==> config.mk <==
export PLATFORM = sky130hd
export DESIGN_NAME = watch_motor_drv
export DESIGN_NICKNAME = d
export VERILOG_FILES = /design/src/rtl/wmd_pkg.sv /design/src/rtl/wmd_level_sampler.sv /design/src/rtl/wmd_step_sched.sv /design/src/rtl/wmd_chop_drive.sv /design/src/rtl/watch_motor_drv.sv
export SDC_FILE = /design/constraint.sdc
export NUM_CORES = 1
export LEC_CHECK = 0
export ABC_AREA = 1
export ABC_CLOCK_PERIOD_IN_PS = 1900
export BUFFER_PORTS_ARGS = -buffer_cell sky130_fd_sc_hd__buf_2
export CAP_MARGIN = 30
export CORE_ASPECT_RATIO = 1.5
export CORE_UTILIZATION = 45
export DETAILED_ROUTE_END_ITERATION = 10
export GPL_ROUTABILITY_DRIVEN = 0
export GPL_TIMING_DRIVEN = 0
export HOLD_SLACK_MARGIN = 0.06
export MAX_ROUTING_LAYER = met4
export PLACE_DENSITY = 0.61
export SETUP_SLACK_MARGIN = 0.15
export SLEW_MARGIN = 40
export SYNTH_ARGS = -nofsm -noshare
export SYNTH_HDL_FRONTEND = slang
export SYNTH_SLANG_ARGS = --single-unit
export TNS_END_PERCENT = 100
==> constraint.sdc <==
create_clock -name clk -period 1.9 [get_ports clk]
set_input_delay 0.19 -clock clk [delete_from_list [all_inputs] [get_ports clk]]
set_output_delay 0.19 -clock clk [all_outputs]
set_load 0.1 [all_outputs]
==> src/rtl/wmd_pkg.sv <==
package wmd_pkg;

  typedef enum logic [1:0] {
    MODE_SILVER = 2'b00,
    MODE_LITH   = 2'b01,
    MODE_EOL    = 2'b10
  } batt_mode_e;

  // End-of-life has priority over the lithium flag.
  function automatic batt_mode_e decode_level(input logic lith, input logic eol);
    if (eol)       return MODE_EOL;
    else if (lith) return MODE_LITH;
    else           return MODE_SILVER;
  endfunction

endpackage

==> src/rtl/wmd_level_sampler.sv <==
module wmd_level_sampler
  import wmd_pkg::*;
#(
  parameter int FIRST_CMP  = 983,
  parameter int CMP_PERIOD = 1966080
) (
  input  logic       clk,
  input  logic       rst_n,
  input  logic       lith_i,
  input  logic       eol_i,
  output batt_mode_e mode_o
);

  localparam int TMAX = (FIRST_CMP > CMP_PERIOD) ? FIRST_CMP : CMP_PERIOD;
  localparam int TW   = $clog2(TMAX + 1);

  logic [TW-1:0] tmr_q;
  batt_mode_e    mode_q;

  // Down-counter to the next sample edge; the first interval is the
  // short post-reset delay, every later one is the long period.
  always_ff @(posedge clk or negedge rst_n) begin
    if (!rst_n) begin
      tmr_q  <= TW'(FIRST_CMP - 1);
      mode_q <= MODE_SILVER;
    end else if (tmr_q == '0) begin
      tmr_q  <= TW'(CMP_PERIOD - 1);
      mode_q <= decode_level(lith_i, eol_i);
    end else begin
      tmr_q  <= tmr_q - 1'b1;
    end
  end

  assign mode_o = mode_q;

endmodule

==> src/rtl/wmd_step_sched.sv <==
module wmd_step_sched
  import wmd_pkg::*;
#(
  parameter int PULSE_W     = 256,
  parameter int CYCLE_T     = 32768,
  parameter int BURST_N     = 4,
  parameter int BURST_EVERY = 4
) (
  input  logic       clk,
  input  logic       rst_n,
  input  batt_mode_e mode_i,
  output logic       active_o,
  output logic       pulse_last_o,
  output batt_mode_e slot_mode_o
);

  localparam int CW  = $clog2(CYCLE_T);
  localparam int PHW = $clog2(2 * PULSE_W);
  localparam int BIW = $clog2(BURST_N + 1);
  localparam int SW  = (BURST_EVERY > 1) ? $clog2(BURST_EVERY) : 1;

  logic [CW-1:0]  cyc_q;   // position in the motor cycle
  logic [SW-1:0]  sec_q;   // motor cycle index modulo BURST_EVERY
  logic [PHW-1:0] ph_q;    // position in a pulse+gap slot
  logic [BIW-1:0] bi_q;    // slot index inside the cycle, saturating
  batt_mode_e     slot_mode_q;

  logic cyc_wrap, ph_wrap, ph_in_pulse, burst_cycle, burst_left;

  assign cyc_wrap    = (cyc_q == CW'(CYCLE_T - 1));
  assign ph_wrap     = (ph_q == PHW'(2 * PULSE_W - 1));
  assign ph_in_pulse = (int'(ph_q) < PULSE_W);
  assign burst_cycle = (sec_q == '0);
  assign burst_left  = (int'(bi_q) < BURST_N);

  always_ff @(posedge clk or negedge rst_n) begin
    if (!rst_n) begin
      cyc_q       <= '0;
      sec_q       <= '0;
      ph_q        <= '0;
      bi_q        <= '0;
      slot_mode_q <= MODE_SILVER;
    end else if (cyc_wrap) begin
      cyc_q       <= '0;
      ph_q        <= '0;
      bi_q        <= '0;
      slot_mode_q <= mode_i;
      sec_q       <= (sec_q == SW'(BURST_EVERY - 1)) ? '0 : sec_q + 1'b1;
    end else begin
      cyc_q <= cyc_q + 1'b1;
      ph_q  <= ph_wrap ? '0 : ph_q + 1'b1;
      if (ph_wrap && burst_left) bi_q <= bi_q + 1'b1;
    end
  end

  always_comb begin
    if (slot_mode_q == MODE_EOL)
      active_o = burst_cycle && burst_left && ph_in_pulse;
    else
      active_o = (bi_q == '0) && ph_in_pulse;
  end

  assign pulse_last_o = active_o && (ph_q == PHW'(PULSE_W - 1));
  assign slot_mode_o  = slot_mode_q;

endmodule

==> src/rtl/wmd_chop_drive.sv <==
module wmd_chop_drive
  import wmd_pkg::*;
#(
  parameter int CHOP_PERIOD = 8,
  parameter int CHOP_ON     = 6
) (
  input  logic       clk,
  input  logic       rst_n,
  input  logic       active_i,
  input  logic       pulse_last_i,
  input  batt_mode_e slot_mode_i,
  input  logic       hiz_i,
  output logic       drv_a_o,
  output logic       drv_b_o,
  output logic       drv_a_oe_o,
  output logic       drv_b_oe_o
);

  localparam int CCW = (CHOP_PERIOD > 1) ? $clog2(CHOP_PERIOD) : 1;

  logic chop_on;

  generate
    if (CHOP_PERIOD > 1) begin : g_chop
      logic [CCW-1:0] cc_q;
      // Phase restarts at every pulse because it is held at zero between pulses.
      always_ff @(posedge clk or negedge rst_n) begin
        if (!rst_n)                             cc_q <= '0;
        else if (!active_i)                     cc_q <= '0;
        else if (cc_q == CCW'(CHOP_PERIOD - 1)) cc_q <= '0;
        else                                    cc_q <= cc_q + 1'b1;
      end
      assign chop_on = (int'(cc_q) < CHOP_ON);
    end else begin : g_solid
      assign chop_on = 1'b1;
    end
  endgenerate

  logic drive, pol_q;

  assign drive = active_i && ((slot_mode_i != MODE_LITH) || chop_on);

  always_ff @(posedge clk or negedge rst_n) begin
    if (!rst_n) begin
      pol_q      <= 1'b1;
      drv_a_o    <= 1'b0;
      drv_b_o    <= 1'b0;
      drv_a_oe_o <= 1'b1;
      drv_b_oe_o <= 1'b1;
    end else begin
      drv_a_o    <= drive &&  pol_q && !hiz_i;
      drv_b_o    <= drive && !pol_q && !hiz_i;
      drv_a_oe_o <= !hiz_i;
      drv_b_oe_o <= !hiz_i;
      if (pulse_last_i) pol_q <= !pol_q;
    end
  end

endmodule

==> src/rtl/watch_motor_drv.sv <==
module watch_motor_drv
  import wmd_pkg::*;
#(
  parameter int PULSE_W     = 256,
  parameter int CYCLE_T     = 32768,
  parameter int FIRST_CMP   = 983,
  parameter int CMP_PERIOD  = 1966080,
  parameter int CHOP_PERIOD = 8,
  parameter int CHOP_ON     = 6,
  parameter int BURST_N     = 4,
  parameter int BURST_EVERY = 4
) (
  input  logic       clk,
  input  logic       rst_n,
  input  logic       lith_ok,
  input  logic       eol_low,
  input  logic       hiz_req,
  output logic       drv_a,
  output logic       drv_b,
  output logic       drv_a_oe,
  output logic       drv_b_oe,
  output logic [1:0] batt_mode
);

  batt_mode_e mode_w, slot_mode_w;
  logic       active_w, pulse_last_w;

  wmd_level_sampler #(
    .FIRST_CMP (FIRST_CMP),
    .CMP_PERIOD(CMP_PERIOD)
  ) u_sampler (
    .clk   (clk),
    .rst_n (rst_n),
    .lith_i(lith_ok),
    .eol_i (eol_low),
    .mode_o(mode_w)
  );

  wmd_step_sched #(
    .PULSE_W    (PULSE_W),
    .CYCLE_T    (CYCLE_T),
    .BURST_N    (BURST_N),
    .BURST_EVERY(BURST_EVERY)
  ) u_sched (
    .clk         (clk),
    .rst_n       (rst_n),
    .mode_i      (mode_w),
    .active_o    (active_w),
    .pulse_last_o(pulse_last_w),
    .slot_mode_o (slot_mode_w)
  );

  wmd_chop_drive #(
    .CHOP_PERIOD(CHOP_PERIOD),
    .CHOP_ON    (CHOP_ON)
  ) u_drive (
    .clk         (clk),
    .rst_n       (rst_n),
    .active_i    (active_w),
    .pulse_last_i(pulse_last_w),
    .slot_mode_i (slot_mode_w),
    .hiz_i       (hiz_req),
    .drv_a_o     (drv_a),
    .drv_b_o     (drv_b),
    .drv_a_oe_o  (drv_a_oe),
    .drv_b_oe_o  (drv_b_oe)
  );

  assign batt_mode = mode_w;

endmodule

==> results list, run 1 <==
- The share of total power dissipated in the clock network is 0.455.
- The final route contains 2444 vias.
- The floorplan step defined a core boundary enclosing 6620 um^2.
- The floorplan step set the die height to 104 um.
- Launch instance of the worst register-to-register path: u_sched.ph_q[0]$_DFF_PN0_
* IO Count: 11
- Worst-path fanout max: 8
- In this run the remaining antenna-violating nets after routing total 0.
- Synthesis produced 381 cells.
* Max Clock Freq: 586 MHz
- The first detailed-routing pass took 4 iterations.
- Clock Latency Late Sink: 0.34 ns
- Area taken by multi-input logic gates: 1430 um^2
- Number of sinks on the clock net: 61
* Final critical delay including setup and external delays: 1.71 ns
* Endpoint of the most critical register-to-register path: u_sched.bi_q[0]$_DFFE_PN0P_
* Sum of internal, switching and leakage power: 2.56 mW
* Layout Utilization: 0.547
- Clock tree synthesis selected as its root buffer the cell sky130_fd_sc_hd__clkbuf_8.
- Measured against its own limit, the worst slew margin works out to 0.678.
- Source of the critical timing path: u_sched.ph_q[0]$_DFF_PN0_
- Worst hold endpoint: u_sampler.mode_o[0]$_DFFE_PN0P_
* P&R area growth vs syn: 15.3%
- In this run the tool buffered the top-level ports with 10 buffer cells.
- The floorplan has 36 rows.
* Critical Path End Type: flop
* Yosys cell types: 25
- Leak Pwr: 1.72 nW
- Result of the run: completed
- After filler insertion, the fill cell instance count of the layout stands at 629.
* DPL Wire Length: 4270 um
- 0 antenna diodes ended up in the layout.
- The initial utilization of the core area, before any placement, comes to 0.475.
- For this design the ratio of total power to cell area is 707 nW/um^2.
- Measured slew at the worst slew-check pin: 0.487 ns
* Hold Vio Cnt, Final: 0
* Pin count of the biggest net entering global routing: 39
* Final period utilization: 0.899
- Register cell area after layout: 1540 um^2
* Switching share of power: 0.236
* Setup repair after global routing missed its margin: true
* Internal cell power: 1.96 mW
* Number of global-route vias before repair: 2422
- After detailed routing, the average wire length per cell comes to 12.1 um.
* Final routed wirelength across all metal layers: 6000 um
- Post-synth top area share: 0.414
- Number of storage elements in the synthesis netlist: 61
* Post-Syn Nets: 398
- After synthesis the cells add up to 3140 um^2.
- STA classifies the critical path startpoint as a flop.
- In the routed design, unresolved DRC markers number 0.
- TritonCTS built the clock tree.
- Share of cells above drive strength 1: 0.170
- The number of pins exceeding their max-slew limit in the final report is 0.
- For this run, the register share of the synthesized area comes to 0.489.
* Worst hold path class: in2reg
- In the post-synthesis netlist, the biggest area contributors are sky130_fd_sc_hd__dfrtp_1 (41%), sky130_fd_sc_hd__nand2_1 (10%), sky130_fd_sc_hd__nor2_1 (8.1%).
* First-pass GRT wire length: 10500 um
- Die boundary width: 70.2 um
- For the final database, setup skew stands at 0.00676 ns.
- At the worst endpoint, the required time is 2.12 ns.
- The worst-case IR drop observed on VDD is 0.624 mV.
- The number of antenna violations at the first check in global routing came to 0.
- The average instance in the mapped netlist occupies 8.25 um^2.
* Number of cells on the worst hold path: 3
* Average via count per standard cell: 4.95
- Setup violations remaining at the end of the flow were counted as 0.
- The clock passes through at most 2 buffers.
* Clock-pin slew reported for the worst setup and hold paths after clock tree synthesis: 0.07 ns
- Total congestion overflow after global routing: 0
- Drt initial violations: 100
* Dominant cell type by area after synthesis: sky130_fd_sc_hd__dfrtp_1
- Across the run, the number of max-cap violations was 0.
- Layout Nets: 430
- Setup slack on the worst reg-to-reg path comes out at 0.19 ns.
* Type of the setup path with the least slack: reg2reg
- TritonCTS created 9 clock buffers.
* Warnings, synthesis: 0
- Register share of total power: 0.510
- Data arrives at the worst endpoint at 1.93 ns.
* Max H-tree Level: 3
- Die footprint: 7330 um^2
* Start point of the worst hold path: lith_ok
* Fraction of power consumed by combinational cells: 0.035
* Net switching component of the power: 0.606 mW
- Measured in cells, the most critical reg-to-reg path has a length of 10.
- Across every metal layer, demand over resource in global routing totals 0.185.
-- cell usage after synthesis --
cell type / instances
sky130_fd_sc_hd__inv_1: 44
sky130_fd_sc_hd__nor2_2: 1
sky130_fd_sc_hd__nand4_1: 7
sky130_fd_sc_hd__clkinv_2: 1
sky130_fd_sc_hd__nand2_2: 7
sky130_fd_sc_hd__nor2_1: 68
sky130_fd_sc_hd__nand3_2: 1
sky130_fd_sc_hd__nand3b_1: 10
sky130_fd_sc_hd__dfstp_2: 9
sky130_fd_sc_hd__dfrtp_1: 52
sky130_fd_sc_hd__o31ai_1: 1
sky130_fd_sc_hd__a21oi_1: 3
sky130_fd_sc_hd__xor2_1: 9
sky130_fd_sc_hd__nor2_4: 5
sky130_fd_sc_hd__nor3_1: 6
sky130_fd_sc_hd__ha_1: 12
sky130_fd_sc_hd__nand2_1: 84
sky130_fd_sc_hd__buf_4: 2
sky130_fd_sc_hd__nor3b_1: 1
sky130_fd_sc_hd__xnor2_1: 4
sky130_fd_sc_hd__or2_2: 2
sky130_fd_sc_hd__nand3_1: 37
sky130_fd_sc_hd__o21ai_0: 11
sky130_fd_sc_hd__buf_6: 2
sky130_fd_sc_hd__o211ai_1: 2
-- kinds of logic after synthesis --
logic type	count (synthesis)	share of synthesized area
DFF	61	0.489
xor gates and xnor gates	13	0.0362
adders and majority gates	12	0.0478
buffers and inverters	49	0.0661
and+or+nand+nor	229	0.331
AOI/OAI and AO/OA	17	0.0295
-- repair_timing --
item	CTS	global route
setup buffers	6	2
pin swaps	4	6
hold endpoints to repair	24	0
endpoints found under the setup margin	2	4
gates resized for setup	6	4
hold buffers	2	0
-- cells in the final DEF (no fill, tap or decap) --
cell type                       count
sky130_fd_sc_hd__nand4_1            7
sky130_fd_sc_hd__xnor2_1            4
sky130_fd_sc_hd__nor3b_1            1
sky130_fd_sc_hd__dfstp_2            9
sky130_fd_sc_hd__inv_1             43
sky130_fd_sc_hd__nand3b_1          10
sky130_fd_sc_hd__nor3_1             6
sky130_fd_sc_hd__xor2_1             9
sky130_fd_sc_hd__o31ai_1            1
sky130_fd_sc_hd__bufinv_16          1
sky130_fd_sc_hd__nor2_1            66
sky130_fd_sc_hd__dlygate4sd3_1      2
sky130_fd_sc_hd__buf_12             1
sky130_fd_sc_hd__buf_6              3
sky130_fd_sc_hd__o211ai_1           2
sky130_fd_sc_hd__dfrtp_1           52
sky130_fd_sc_hd__nand2_1           84
sky130_fd_sc_hd__clkbuf_8          10
sky130_fd_sc_hd__ha_2               2
sky130_fd_sc_hd__clkinvlp_4         3
sky130_fd_sc_hd__buf_2              9
sky130_fd_sc_hd__ha_4               1
sky130_fd_sc_hd__inv_4              1
sky130_fd_sc_hd__nor2_2             2
sky130_fd_sc_hd__o21ai_0           11
sky130_fd_sc_hd__nand3_1           37
sky130_fd_sc_hd__clkinv_2           3
sky130_fd_sc_hd__or2_2              2
sky130_fd_sc_hd__ha_1               9
sky130_fd_sc_hd__nand2_2            7
sky130_fd_sc_hd__buf_4             10
sky130_fd_sc_hd__nor2_4             6
sky130_fd_sc_hd__nand3_2            1
sky130_fd_sc_hd__a21oi_1            3
-- how the worst max path moves through the flow --
stage	end	slack (ns)
floorplan	u_sched.bi_q[0]$_DFFE_PN0P_	0.18
global placement	u_sched.bi_q[0]$_DFFE_PN0P_	-0.11
detailed placement	u_sched.bi_q[1]$_DFFE_PN0P_	-0.12
CTS	u_sched.bi_q[0]$_DFFE_PN0P_	0.16
global route	u_sched.bi_q[1]$_DFFE_PN0P_	-0.001
finish	u_sched.bi_q[0]$_DFFE_PN0P_	0.19
-- critical path, stage by stage (launching register included) --
cell and delay, ns:
sky130_fd_sc_hd__dfrtp_1 0.36, sky130_fd_sc_hd__ha_2 0.18, sky130_fd_sc_hd__nand4_1 0.11, sky130_fd_sc_hd__nor2_1 0.13
sky130_fd_sc_hd__nand2_1 0.09, sky130_fd_sc_hd__nor2_2 0.12, sky130_fd_sc_hd__ha_2 0.22, sky130_fd_sc_hd__inv_4 0.07
sky130_fd_sc_hd__nor2_4 0.10, sky130_fd_sc_hd__xor2_1 0.15, sky130_fd_sc_hd__nor2_1 0.06
-- final cells by class --
type / instances / share of cell area
Buffer: 4 / 0.0104
Timing Repair Buffer: 21 / 0.0431
Clock inverter: 6 / 0.0173
Sequential cell: 61 / 0.424
Inverter: 45 / 0.0476
Multi-Input combinational cell: 271 / 0.393
Tap cell: 76 / 0.0262
Clock buffer: 10 / 0.0380
-- power groups by stage --
stage	sequential [mW]	clock [mW]	combinational, mW
after floorplan	1.36	0	0.0141
after CTS	1.31	1.21	0.0929
final	1.31	1.17	0.0894
after global placement	1.33	0	0.0836
after global routing	1.31	1.27	0.0990
after detailed placement	1.33	0	0.0899
-- registers in the layout (all words and copies together) (netlist names) --
signal	flops
u_sampler.tmr_q	21
u_sched.cyc_q	15
u_sched.ph_q	9
u_drive.g_chop.cc_q	3
u_sched.bi_q	3
u_sampler.mode_o	2
u_sched.sec_q	2
u_sched.slot_mode_o	2
u_drive.drv_a_o	1
u_drive.drv_a_oe_o	1
u_drive.drv_b_o	1
u_drive.pol_q	1
-- metrics by stage --
step                instances  hold slack (ns)  cell area (um^2)  setup TNS (ns)  setup slack [ns]
detailed placement        468            0.121              3310          -0.240            -0.121
global placement          467            0.320              3290          -0.207            -0.110
CTS                       492           0.0952              3590               0             0.157
floorplan                 381           -0.106              3140               0             0.183
global route              494            0.120              3620        -0.00144          -0.00144
finish                    494            0.109              3620               0             0.192
-- layer usage --
metal / GRT usage / vias to the layer above / wire length, um
met5: - / - / 0
met4: 0.0657 / 0 / 93
met3: 0.0465 / 7 / 127
met2: 0.320 / 24 / 3250
met1: 0.203 / 1140 / 2530
li1: - / 1273 / -
Note: power is estimated with default switching activity, not from simulation.
==> run 2: changes to the inputs <==
--- a/config.mk
+++ b/config.mk
@@ -11,6 +11,7 @@
 export CAP_MARGIN = 30
 export CORE_ASPECT_RATIO = 1.5
 export CORE_UTILIZATION = 45
+export CTS_CLUSTER_SIZE = 40
 export DETAILED_ROUTE_END_ITERATION = 10
 export GPL_ROUTABILITY_DRIVEN = 0
 export GPL_TIMING_DRIVEN = 0
==> constraint.sdc (replaced) <==
create_clock -name clk -period 1.9 [get_ports clk]
set_input_delay 0.095 -clock clk [delete_from_list [all_inputs] [get_ports clk]]
set_output_delay 0.095 -clock clk [all_outputs]
set_load 0.005 [all_outputs]
==> results list, run 2 (synthesized netlist as in run 1, its figures left out) <==
- Result of the run: completed
- The tightest hold path in the finished design has a slack of 0.191 ns.
- Row generation in the floorplan step produced 36 rows.
- Critical Path End Type: flop
* Slack of the worst reg-to-reg path: 0.19 ns
- The root buffer cell chosen for the clock tree is sky130_fd_sc_hd__clkbuf_8.
- Counting I/O delays and the setup requirement, the final critical path takes 1.71 ns.
* First-pass GRT wire length: 10500 um
- Number of global-route vias before repair: 2444
- Number of CTS-inserted buffers: 9
- The floorplan step set the die height to 104 um.
* Flip-flop count of the largest register, all copies and words added: 21
- Source of the critical timing path: u_sched.ph_q[0]$_DFF_PN0_
- After detailed routing, the number of remaining DRC violations is 0.
- Clock tree skew after final layout: 0.00634 ns
* TritonCTS clock tree: built
- Final routed wirelength across all metal layers: 6080 um
- Buffer levels on the longest clock path: 2
* Layout Utilization: 0.552
- Startpoint Class: flop
- The worst-case IR drop observed on VDD is 0.627 mV.
* Commonest non-fill, non-tap cell in the layout: sky130_fd_sc_hd__nand2_1
- Data arrival time of the critical path: 1.93 ns
- Share of cells above drive strength 1: 0.169
- The floorplan step set the die width to 70.2 um.
- In this run the count of I/O pins placed on the die edge is 11.
- Number of cells traversed by the worst register-to-register path: 10
- Drt initial violations: 103
- Type of the setup path with the least slack: reg2reg
- In the layout the commonest cells are sky130_fd_sc_hd__nand2_1 (84), sky130_fd_sc_hd__nor2_1 (66), sky130_fd_sc_hd__dfrtp_1 (52).
- During placement, the flow inserted port buffers numbering 10.
* Clock-pin slew reported for the worst setup and hold paths after clock tree synthesis: 0.07 ns
- Layout Nets: 433
* P&R area growth vs syn: 16.3%
- Global-route total usage across every layer: 0.186
- Hold Vio Cnt, Final: 0
- In the finished design, the share of the clock period the worst path needs comes to 0.898.
* Number of antenna cells inserted: 0
- Antenna violations before repair: 0
- Launch instance of the worst register-to-register path: u_sched.ph_q[0]$_DFF_PN0_
- Max H-tree Level: 3
* Worst-path fanout max: 8
- Critical path data required time: 2.13 ns
- Largest registers in the final layout: u_sampler.tmr_q: 21 flops, u_sched.cyc_q: 15 flops, u_sched.ph_q: 9 flops
- Number of sinks on the clock net: 61
* Die footprint: 7330 um^2
- The final route contains 2454 vias.
- Worst hold path class: in2async
- The first detailed-routing pass ran for 4 iterations.
- In this run the power density over the cells is 694 nW/um^2.
* Endpoint of the most critical register-to-register path: u_sched.bi_q[0]$_DFFE_PN0P_
- Leak Pwr: 1.73 nW
- In this run the remaining antenna-violating nets after routing total 0.
- Std-Cell Core Area: 6620 um^2
- The HPWL after detailed placement is 4270 um.
* Initial Util: 0.475
* Pins Over Slew Limit: 0
- Setup repair after global routing could not meet its margin everywhere.
- Max Clock Freq: 586 MHz
- Total congestion overflow after global routing: 0
- Entering global routing, the biggest net connects 39 pins.
- Max Cap Violations: 0
- The later pin in the worst-skew pair is clocked with a latency of 0.34 ns.
- Fill cells in the final layout number 624.
- Finish-stage setup viols: 0
* Wire length per cell after detailed routing: 12.2 um
- Sum of internal, switching and leakage power: 2.54 mW
* Measured slew at the worst slew-check pin: 0.355 ns
- In this run the tightest slew margin relative to its limit is 0.762.
- The register with the most flip-flops in the final layout is u_sampler.tmr_q.
- Average via count per standard cell: 4.94
==> run 2: cell types whose count changed in the layout (fill, tap and decap cells not counted), sizes merged <==
cell / before / now
dlygate4sd3: 2 / 5
==> run 2: per-layer routing <==
layer / vias to the layer above / wire, um / GRT usage
met1: 1139 / 2560 / 0.201
met4: 0 / 118 / 0.0657
met3: 11 / 156 / 0.0465
met5: - / 0 / -
li1: 1279 / - / -
met2: 25 / 3250 / 0.325
==> run 2: worst max path at each step <==
stage | to | slack, ns | cells after the start
finish | u_sched.bi_q[0]$_DFFE_PN0P_ | 0.19 | 10
global route | u_sched.bi_q[1]$_DFFE_PN0P_ | -0.001 | 12
CTS | u_sched.bi_q[0]$_DFFE_PN0P_ | 0.16 | 10
detailed placement | u_sched.bi_q[1]$_DFFE_PN0P_ | -0.12 | 12
global placement | u_sched.bi_q[0]$_DFFE_PN0P_ | -0.11 | 10
floorplan | u_sched.bi_q[0]$_DFFE_PN0P_ | 0.18 | 10
==> run 2: report_power, final <==
part / switching [mW] / total, mW / internal [mW] / leakage, nW
Combinational: 0.0327 / 0.0539 / 0.0211 / 0.914
Clock: 0.539 / 1.17 / 0.636 / 0.0943
Sequential: 0.00247 / 1.31 / 1.30 / 0.720
Total: 0.574 / 2.54 / 1.96 / 1.73
==> run 2: cell type report <==
class | count | area [um^2] | area share
plain buffers | 4 | 37.5 | 0.0103
clock buffers | 10 | 138 | 0.0377
clock inverters | 6 | 62.6 | 0.0171
inverters | 45 | 173 | 0.0472
multi-input cells | 271 | 1430 | 0.390
flip-flops and latches | 61 | 1540 | 0.421
well taps | 76 | 95.1 | 0.0260
repair buffers | 24 | 186 | 0.0510
==> run 2: worst max-delay path: stages, from the launching register on <==
cell and delay, ns:
sky130_fd_sc_hd__dfrtp_1 0.36, sky130_fd_sc_hd__ha_2 0.18, sky130_fd_sc_hd__nand4_1 0.11, sky130_fd_sc_hd__nor2_1 0.13
sky130_fd_sc_hd__nand2_1 0.09, sky130_fd_sc_hd__nor2_2 0.12, sky130_fd_sc_hd__ha_2 0.22, sky130_fd_sc_hd__inv_4 0.07
sky130_fd_sc_hd__nor2_4 0.10, sky130_fd_sc_hd__xor2_1 0.15, sky130_fd_sc_hd__nor2_1 0.06
==> run 2: timing repair <==
action,4_1_cts,5_1_grt
endpoints found under the setup margin,2,4
buffers inserted,6,2
gates resized for setup,6,4
hold buffers,5,0
pin swaps,4,6
hold endpoints to repair,57,0
gates cloned,0,0
==> run 2: through the flow <==
stage	cell area (um^2)	cells	worst slack [ns]	TNS, ns
finish	3650	497	0.195	0
global route	3650	497	-0.00144	-0.00144
CTS	3620	495	0.157	0
detailed placement	3310	468	-0.121	-0.240
global placement	3290	467	-0.110	-0.207
floorplan	3140	381	0.183	0
==> run 3: changes to the inputs <==
--- a/config.mk
+++ b/config.mk
@@ -10,15 +10,15 @@
 export BUFFER_PORTS_ARGS = -buffer_cell sky130_fd_sc_hd__buf_2
 export CAP_MARGIN = 30
 export CORE_ASPECT_RATIO = 1.5
-export CORE_UTILIZATION = 45
+export CORE_UTILIZATION = 50
 export CTS_CLUSTER_SIZE = 40
 export DETAILED_ROUTE_END_ITERATION = 10
 export GPL_ROUTABILITY_DRIVEN = 0
 export GPL_TIMING_DRIVEN = 0
 export HOLD_SLACK_MARGIN = 0.06
 export MAX_ROUTING_LAYER = met4
-export PLACE_DENSITY = 0.61
-export SETUP_SLACK_MARGIN = 0.15
+export PLACE_DENSITY = 0.66
+export SETUP_SLACK_MARGIN = 0.5
 export SLEW_MARGIN = 40
 export SYNTH_ARGS = -nofsm -noshare
 export SYNTH_HDL_FRONTEND = slang
==> results list, run 3 (synthesized netlist as in run 1, its figures left out) <==
- Worst slack, placed: 0.0460 ns
* Result of the run: completed
- Total congestion overflow after global routing: 0
- Headroom to the max-slew limit came out at 0.637.
- The routed layout has 2601 vias.
- In the final layout, the registers with the most flip-flops are u_sampler.tmr_q: 21 flops, u_sched.cyc_q: 15 flops, u_sched.ph_q: 9 flops.
* Port Buffer Count: 10
* Die footprint: 6610 um^2
- At the pin with the least slew margin, the transition time is 0.544 ns.
* Sum of internal, switching and leakage power: 2.92 mW
- The total area inside the core boundary comes to 6090 um^2.
- Relative to the synthesized area, the layout overhead comes to 32.5%.
* Summed negative setup slack over all endpoints: 0 ns
- Commonest non-fill, non-tap cell in the layout: sky130_fd_sc_hd__nand2_1
- Finish-stage setup viols: 0
- Max Clock Freq: 584 MHz
- Type of the setup path with the least slack: reg2reg
- The clock net in this run drives a total of 61 sinks.
* Buffer levels on the longest clock path: 2
- The worst path needs 1.71 ns of the cycle, external delays included.
- Number of fill cells: 462
* Antenna violations before repair: 0
- Using the TritonRoute via totals, the vias-per-cell ratio works out to 5.05.
- The tightest min-delay check is of the in2async type.
* Drt initial violations: 121
- The number of hold violations in the final report came to 0.
- Power spread over the standard cell area amounts to 702 nW/um^2.
- The worst setup path is launched from a flop.
- Before antenna repair, the detailed router went through 4 iterations.
- Entering global routing, the biggest net connects 62 pins.
* TritonCTS clock tree: built
- Number of global-route vias before repair: 2535
* Number of CTS-inserted buffers: 9
* Die boundary width: 66.7 um
- Setup slack of the critical path after layout: 0.186 ns
- Pins Over Slew Limit: 0
- The register with the most flip-flops in the layout has 21 of them.
- 11 I/O pins were placed.
- Layout Utilization: 0.684
- The initial utilization of the core area, before any placement, comes to 0.516.
- Antenna Violating Nets Remaining: 0
- Max Cap Violations: 0
- Final standard cell count with taps included and fillers excluded: 515
- Setup repair after global routing missed its margin: true
- The die is 99.1 um tall.
- Row count: 35
* First-pass GRT wire length: 10900 um
- For this run, the total global-route usage over all layers was measured as 0.226.
- Critical path data required time: 2.18 ns
* Share of cells above drive strength 1: 0.302
- Clock Latency Late Sink: 0.35 ns
- VDD sags by at most 0.459 mV.
* Number of antenna cells inserted: 0
- Wire length per cell after detailed routing: 13.3 um
- Register with the most flip-flops: u_sampler.tmr_q
- For the worst setup path, the data arrival time is 1.99 ns.
- Post-Place Cells: 465
* Clock-pin slew reported for the worst setup and hold paths after clock tree synthesis: 0.08 ns
- Clock tree skew after final layout: 0.00897 ns
- Final period utilization: 0.902
* Leak Pwr: 1.96 nW
- Of all nets on the critical path, the largest fanout is 2.
* Layout Nets: 453
- Root Buffer: sky130_fd_sc_hd__clkbuf_8
- Max H-tree Level: 3
* DPL Wire Length: 4230 um
- The top cell types in the final layout, fill and taps aside, are sky130_fd_sc_hd__nand2_1 (78), sky130_fd_sc_hd__dfrtp_1 (51), sky130_fd_sc_hd__nor2_1 (44).
- STA classifies the critical path endpoint as a flop.
* DRC violations left: 0
- Final routed wirelength across all metal layers: 6830 um
[run 3: cell types whose count changed in the layout (fill, tap and decap cells not counted), sizes merged]
cell,before,now
clkinvlp,3,1
buf,23,41
inv,44,46
bufinv,1,4
clkinv,3,1
clkbuf,10,11
[run 3: cell type report]
cell class / count / area, um^2 / share of cell area
Clock inverter: 7 / 145 / 0.0348
Tap cell: 74 / 92.6 / 0.0222
Inverter: 45 / 179 / 0.0430
Clock buffer: 9 / 124 / 0.0297
Timing Repair Buffer: 44 / 375 / 0.0901
Buffer: 4 / 52.6 / 0.0126
Multi-Input combinational cell: 271 / 1660 / 0.398
Sequential cell: 61 / 1540 / 0.369
[run 3: stage by stage]
step,area [um^2],hold WS [ns]
final,4170,0.280
after global routing,4170,0.341
after CTS,3790,0.389
after detailed placement,3300,0.227
after global placement,3300,0.227
after floorplan,3160,-0.201
[run 3: critical path, stage by stage, from the launching register on]
cell and delay, ns:
sky130_fd_sc_hd__dfrtp_1 0.38, sky130_fd_sc_hd__ha_2 0.20, sky130_fd_sc_hd__nand4_1 0.11, sky130_fd_sc_hd__nor2_1 0.16
sky130_fd_sc_hd__nand2_2 0.10, sky130_fd_sc_hd__nor2_4 0.11, sky130_fd_sc_hd__buf_4 0.11, sky130_fd_sc_hd__buf_4 0.11
sky130_fd_sc_hd__ha_4 0.11, sky130_fd_sc_hd__nand4_1 0.09, sky130_fd_sc_hd__xor2_1 0.16
[run 3: per-layer routing]
| layer | global-route usage | wire length (um) |
|---|---|---|
| met5 | - | 0 |
| met4 | 0.0998 | 137 |
| met3 | 0.0493 | 139 |
| met2 | 0.404 | 3860 |
| met1 | 0.227 | 2700 |
[run 3: final timing paths]
kind | start | to | slack, ns | depth (start not counted)
max in group asynchronous | rst_n | u_sampler.tmr_q[10]$_DFF_PN0_ | 1.21 | 2
worst max-delay path | u_sched.ph_q[0]$_DFF_PN0_ | u_drive.pol_q$_DFFE_PN1P_ | 0.19 | 10
worst min-delay path | rst_n | u_sched.cyc_q[4]$_DFF_PN0_ | 0.28 | 2
min in group clk | hiz_req | u_drive.drv_a_oe_o$_DFF_PN1_ | 0.42 | 3
worst min register to register | u_drive.g_chop.cc_q[0]$_DFF_PN0_ | u_drive.g_chop.cc_q[0]$_DFF_PN0_ | 0.44 | 1
worst max register to register | u_sched.ph_q[0]$_DFF_PN0_ | u_drive.pol_q$_DFFE_PN1P_ | 0.19 | 10
[run 3: what timing repair did]
action	in CTS	in global routing
resized for setup	24	51
gates cloned	0	2
endpoints found under the hold margin	57	0
hold buffers	5	0
buffers inserted	11	16
pin swaps	18	24
endpoints found under the setup margin	45	46
[run 3: power by group]
part	switching [mW]	internal [mW]
clock	0.556	1.01
sequential	0.00325	1.30
combinational	0.0322	0.0177
total	0.591	2.33
